--- src/rtl/loop_btb.sv ---
module loop_btb #(
  parameter int ADDR_W = 32
) (
  input  logic              clk,
  input  logic              rst_n,
  input  logic [ADDR_W-1:0] fetch_pc,
  output logic              pred_hit,
  output logic [ADDR_W-1:0] pred_target,
  input  logic              res_valid,
  input  logic              res_cond,
  input  logic              res_taken,
  input  logic              res_backward,
  input  logic              res_predicted,
  input  logic [ADDR_W-1:0] res_pc,
  input  logic [ADDR_W-1:0] res_target,
  input  logic              fencei,
  input  logic              trap
);

  logic              ent_valid;
  logic [ADDR_W-1:0] ent_src;
  logic [ADDR_W-1:0] ent_tgt;

  wire fill  = res_valid & res_cond & res_taken & res_backward;
  wire clear = fencei | trap | (res_valid & res_predicted & ~res_taken);

  always_ff @(posedge clk) begin
    if (!rst_n) begin
      ent_valid <= 1'b0;
      ent_src   <= '0;
      ent_tgt   <= '0;
    end else if (clear) begin
      ent_valid <= 1'b0;
    end else if (fill) begin
      ent_valid <= 1'b1;
      ent_src   <= res_pc;
      ent_tgt   <= res_target;
    end
  end

  assign pred_hit    = ent_valid && (fetch_pc == ent_src);
  assign pred_target = pred_hit ? ent_tgt : '0;

endmodule

--- config.mk ---
export PLATFORM = sky130hd
export DESIGN_NAME = loop_btb
export DESIGN_NICKNAME = d
export VERILOG_FILES = /design/src/rtl/loop_btb.sv
export SDC_FILE = /design/constraint.sdc
export NUM_CORES = 1
export LEC_CHECK = 0
export CAP_MARGIN = 20
export CELL_PAD_IN_SITES_DETAIL_PLACEMENT = 0
export CELL_PAD_IN_SITES_GLOBAL_PLACEMENT = 1
export CORE_ASPECT_RATIO = 1.5
export CORE_MARGIN = 10
export CORE_UTILIZATION = 34
export DETAILED_ROUTE_END_ITERATION = 8
export PLACE_DENSITY = 0.94
export SYNTH_ARGS = -nofsm -noshare
export SYNTH_HDL_FRONTEND = slang
export SYNTH_SLANG_ARGS = --single-unit
--- constraint.sdc ---
create_clock -name clk -period 4.3 [get_ports clk]
set_clock_uncertainty 0.15 [all_clocks]
set_input_delay 0.86 -clock clk [delete_from_list [all_inputs] [get_ports clk]]
set_output_delay 0.86 -clock clk [all_outputs]
set_load 0.05 [all_outputs]
After elaboration in Yosys (flattened, before gate mapping)
Cells that the tools add are included.
{ "totals": {"ff_bits": 65, "input_bits": 105, "output_inout_bits": 33, "wordCells": 18} }
{ "classes": {"n_eq_ne": 1, "mux": 1, "bitwise": 10, "n_reduce_logical": 3} }
{ "op_table": {"columns": ["op", "n"], "rows": [
  ["equality test 32 bit", 1],
  ["2-to-1 mux 32 bit", 1],
  ["AND 1 bit", 5],
  ["inverter 1 bit", 3],
  ["OR 1 bit", 2],
  ["AND reduction 2 bit", 1],
  ["OR reduction 2 bit", 1],
  ["logical AND 1 bit", 1]
]} }

Depth between registers and ports, before layout
{ "depth": {"ltp_word": 5, "mapped_depth": 6, "mapped_depth_nobuf": 4} }

Worst setup path after synthesis
OpenSTA, ideal clock, no wires.
{ "synth_timing": {"kind": "input to output", "start": "input port fetch_pc[3]", "end": "output port pred_target[0]", "t_arrival_ps": 3238, "slack_ps": 52, "cell_stages": 5, "path_cell_list": "xnor2_1 -> nand3_1 -> or4_1 -> buf_6 -> nor4_1"} }
{ "synth_between": {"elab_chain_len": 3} }
{ "synth_lines": {"columns": ["item", "line_no", "rtl"], "rows": [
  ["from (decl)", "6", "input logic [ADDR_W-1:0] fetch_pc,"],
  ["equality test 32 bit", "41", "assign pred_hit = ent_valid && (fetch_pc == ent_src);"],
  ["logical AND 1 bit", "41", null],
  ["2-to-1 mux 32 bit", "42", "assign pred_target = pred_hit ? ent_tgt : '0;"],
  ["to (decl)", "8", "output logic [ADDR_W-1:0] pred_target,"]
]} }
Every way passes these cells.

Final worst setup path
{ "layout_timing": {"start": "input port fetch_pc[3]", "end": "output port pred_target[27]"} }
Same word-level chain as after synthesis.

==> results.txt <==
- STA classifies the critical path startpoint as a primary input.
- In this run, post-CTS repair resized a total of 0 instances.
- 138 I/O pins were placed.
- The initial antenna violation count was 0.
* Avg WL per Cell: 17.0 um
- Summing internal, switching and leakage power gives 1.49 mW.
- The floorplan has 45 rows.
- The tree is rooted in a sky130_fd_sc_hd__clkbuf_16.
- The tool flagged a number of max-cap violations equal to 0.
* Sequential share of the synthesized area: 0.367
- For this run, the total global-route usage over all layers was measured as 0.158.
* # hold bufs at CTS: 0
- The Yosys step of the flow raised 0 warnings.
* Post-CTS setup buffer count: 0
- After legalization and detailed placement, the total HPWL measured 8650 um.
* Tmin final: 4.19 ns
- The via count of the first global-routing pass is 3706.
- Critical path capture point type: output port
- GR met1 Demand/Resource: 0.171
- Die height: 145 um
- RSZ-0062 raised after global routing: no
- Largest buffer count on any clock path: 2
* Number of levels in the clock H-tree: 3
* Worst skew pair latency: 0.32 ns
- The critical path is of the primary input to output port type.
* Number of DRC markers in iteration 0: 256
- Initial core utilization: 0.348
* Count of buffering cells on the critical path with inverters included: 3
- In this run the worst setup path begins at fetch_pc[3].
* Switching power: 315 uW
- Syn Nets: 533
- Clock group share of total power: 0.479
- Status: complete, no violations
- The cell count after synthesis came out at 428.
- Worst max-slew margin expressed relative to the limit: 0.342
* Post-detailed-route via-to-cell ratio: between 5 and 6
- Setup violations remaining at the end of the flow were counted as 0.
* Cell class contributing the biggest share of worst-path delay: simple AND/OR/NAND/NOR gates
* Distinct cells, synth: 34
- The largest single stage delay on the critical path is 0.71 ns.
- Cell seen most often among critical-path stages: sky130_fd_sc_hd__buf_12
* Final Net Count: 654
- The first detailed-routing pass ran for 5 iterations.
- In this run, CTS created clock tree buffers numbering 9.
- The min-delay analysis places its worst path in the category flip-flop to flip-flop.
* Worst hold path startpoint: ent_tgt[29]$_SDFFE_PN0P_
- Most used flip-flop cell after synthesis: sky130_fd_sc_hd__dfxtp_1
* Placer's final routability congestion estimate: 0.787
- In the global route stage, met2 resource usage came out at 0.280.
- The area growth from synthesis to layout is 60.0%.
- The layer flagged by global routing as most heavily used is met2.
* PortBufs: around 140
* Crit-path max FO: 33
- Placeable core region: 10200 um^2
- The count of endpoints failing hold in the final timing report came to 0.
- Remaining number of nets flagged by the antenna check after routing: 0
* PwrDens: 263 nW/um^2
- Each instance of the synthesized netlist takes up on average 8.29 um^2.
* Clock Pin Slew Worst Setup and Hold Paths: ~0.05 ns
* Switching part of the total: 0.211
* Total number of vias: 3546
* Reported leakage power: 1.83 nW
- Data arrival time of the critical path: 3.18 ns
* Global routing met3 resource utilization: 0.0498
- Counting flops and latches in the post-synthesis netlist gives 65.
- Among all stages on the critical path, the largest delay is contributed by sky130_fd_sc_hd__or4_2.
* Detailed-route wire length: 11800 um
* Least-Margin Pin Slew: 0.987 ns
- TritonCTS built the clock tree.
* Synth async-reset ratio: 0
- Die Footprint: 15000 um^2
- Post-synth design cell area: about 3500 um^2
- Global routing finished with a remaining overflow of 0.
- Crit path required time: roughly 3.3 ns
- The startpoint identified for the worst register-to-register timing path is ent_src[28]$_SDFFE_PN0P_.
- Cells traversed along the worst timing path: clkdlybuf4s50_1 -> xnor2_1 -> nand3_1 -> or4_2 -> buf_12 -> nor4_2 -> buf_12
- Antenna diode count: 0
- Number of enable-type register cells in the synthesized netlist: 0
* Peak VDD IR: 202 uV
- Int Pwr: 1.18 mW
- Pin count of the biggest net entering global routing: 66
- Of the cells placed in the final design, the portion with a size suffix greater than 1 is 0.175.
- Wire length of the first global-routing pass: 18900 um
- Achievable Freq: 0.238 GHz
- Number of design rule violations left after detail routing: 0
- After routing, the total negative slack on setup checks comes to 0 ns.
* Die Width: between 100 and 150 um
- For this design, the sink count on the clock tree is 65.
* Sequential fraction of design power: 0.409
- Final period util: 0.975
- The final-report max-slew violation count was 0.
- Of the total power, combinational logic draws 0.112.
-- cell type report --
type | count | area (um^2)
timing repair buffer | 149 | 1840
clock buffer | 13 | 250
fill | 901 | 4520
multi-input combinational | 313 | 2030
clock inverter | 3 | 40.0
inverter | 11 | 41.3
tap | 141 | 176
sequential | 65 | 1300
-- power groups by stage --
stage / Combinational [mW] / Clock, mW / Sequential (mW)
2_1_floorplan: 0.0507 / 0 / 0.622
3_3_place_gp: 0.165 / 0 / 0.622
3_5_place_dp: 0.167 / 0 / 0.623
4_1_cts: 0.168 / 0.730 / 0.610
5_1_grt: 0.179 / 0.755 / 0.610
6_report: 0.167 / 0.715 / 0.610
-- stage by stage --
stage	std cells	hold slack [ns]	area [um^2]	worst slack (ns)	util
CTS	695	0.305	5670	0.0849	0.557
detailed placement	679	0.297	5380	0.0880	0.528
finish	695	0.303	5670	0.106	0.557
global placement	678	0.292	5360	0.0797	0.526
global route	695	0.327	5670	0.0214	0.557
floorplan	428	0.275	3550	0.0522	-
-- cells by family (layout without fill, tap and decap cells) --
logic type                after synthesis  count (layout)  share of synthesized area
and+or+nand+nor                       220             220                      0.350
AOI/OAI and AO/OA                      75              75                      0.169
DFF                                    65              65                      0.367
buffers and inverters                  50             176                     0.0702
xor gates and xnor gates               18              18                     0.0444
-- sequential cells by signal, summed over array words and instances, names as in the netlist --
register and flops:
ent_tgt 32, ent_src 32, ent_valid 1
-- worst paths after layout --
kind | end | slack (ns) | depth (start not counted)
min reg2reg | ent_tgt[29]$_SDFFE_PN0P_ | 0.30 | 2
min | ent_tgt[29]$_SDFFE_PN0P_ | 0.30 | 2
max | pred_target[27] | 0.11 | 7
max reg2reg | ent_src[28]$_SDFFE_PN0P_ | 3.41 | 2
-- synth_stat cells, drive strengths merged, types with 3 or more instances --
master  count  area share
a21boi     64        0.14
buf        11       0.029
clkbuf     28       0.030
dfxtp      65        0.37
inv         9      0.0095
nand2     129        0.14
nand2b      5      0.0088
nand3       3      0.0042
nand4      35       0.062
nor2b       6       0.011
nor4       35        0.11
xnor2       5       0.012
xor2       13       0.032
-- worst register-to-register path, delay by kind of cell, from the launching register on --
kind | cells | cell delay (ns)
and+or+nand+nor | 1 | 0.06
AOI/OAI and AO/OA | 1 | 0.23
DFF | 1 | 0.36
-- placed cells by master (no fill, tap or decap), types with 2 or more instances in the layout --
cell	count
sky130_fd_sc_hd__o22ai_1	2
sky130_fd_sc_hd__nand2_1	129
sky130_fd_sc_hd__or2b_1	2
sky130_fd_sc_hd__dfxtp_1	65
sky130_fd_sc_hd__nor2b_1	6
sky130_fd_sc_hd__a21boi_0	18
sky130_fd_sc_hd__clkbuf_16	9
sky130_fd_sc_hd__nand4_1	35
sky130_fd_sc_hd__clkbuf_1	3
sky130_fd_sc_hd__nand3_1	2
sky130_fd_sc_hd__xnor2_1	5
sky130_fd_sc_hd__nor4_1	5
sky130_fd_sc_hd__clkinv_2	2
sky130_fd_sc_hd__buf_4	8
sky130_fd_sc_hd__clkdlybuf4s50_1	103
sky130_fd_sc_hd__a21boi_1	46
sky130_fd_sc_hd__o2111a_1	2
sky130_fd_sc_hd__inv_1	8
sky130_fd_sc_hd__buf_12	37
sky130_fd_sc_hd__nor4_2	30
sky130_fd_sc_hd__nand2b_1	5
sky130_fd_sc_hd__xor2_1	13
sky130_fd_sc_hd__clkinv_1	2
-- layer usage --
| layer | vias to the layer above | share of wire |
|---|---|---|
| li1 | 1732 | - |
| met1 | 1684 | 0.38 |
| met4 | 0 | 0.012 |
| met5 | - | 0 |
| met3 | 10 | 0.074 |
| met2 | 120 | 0.53 |
Note: power is estimated with default switching activity, not from simulation.
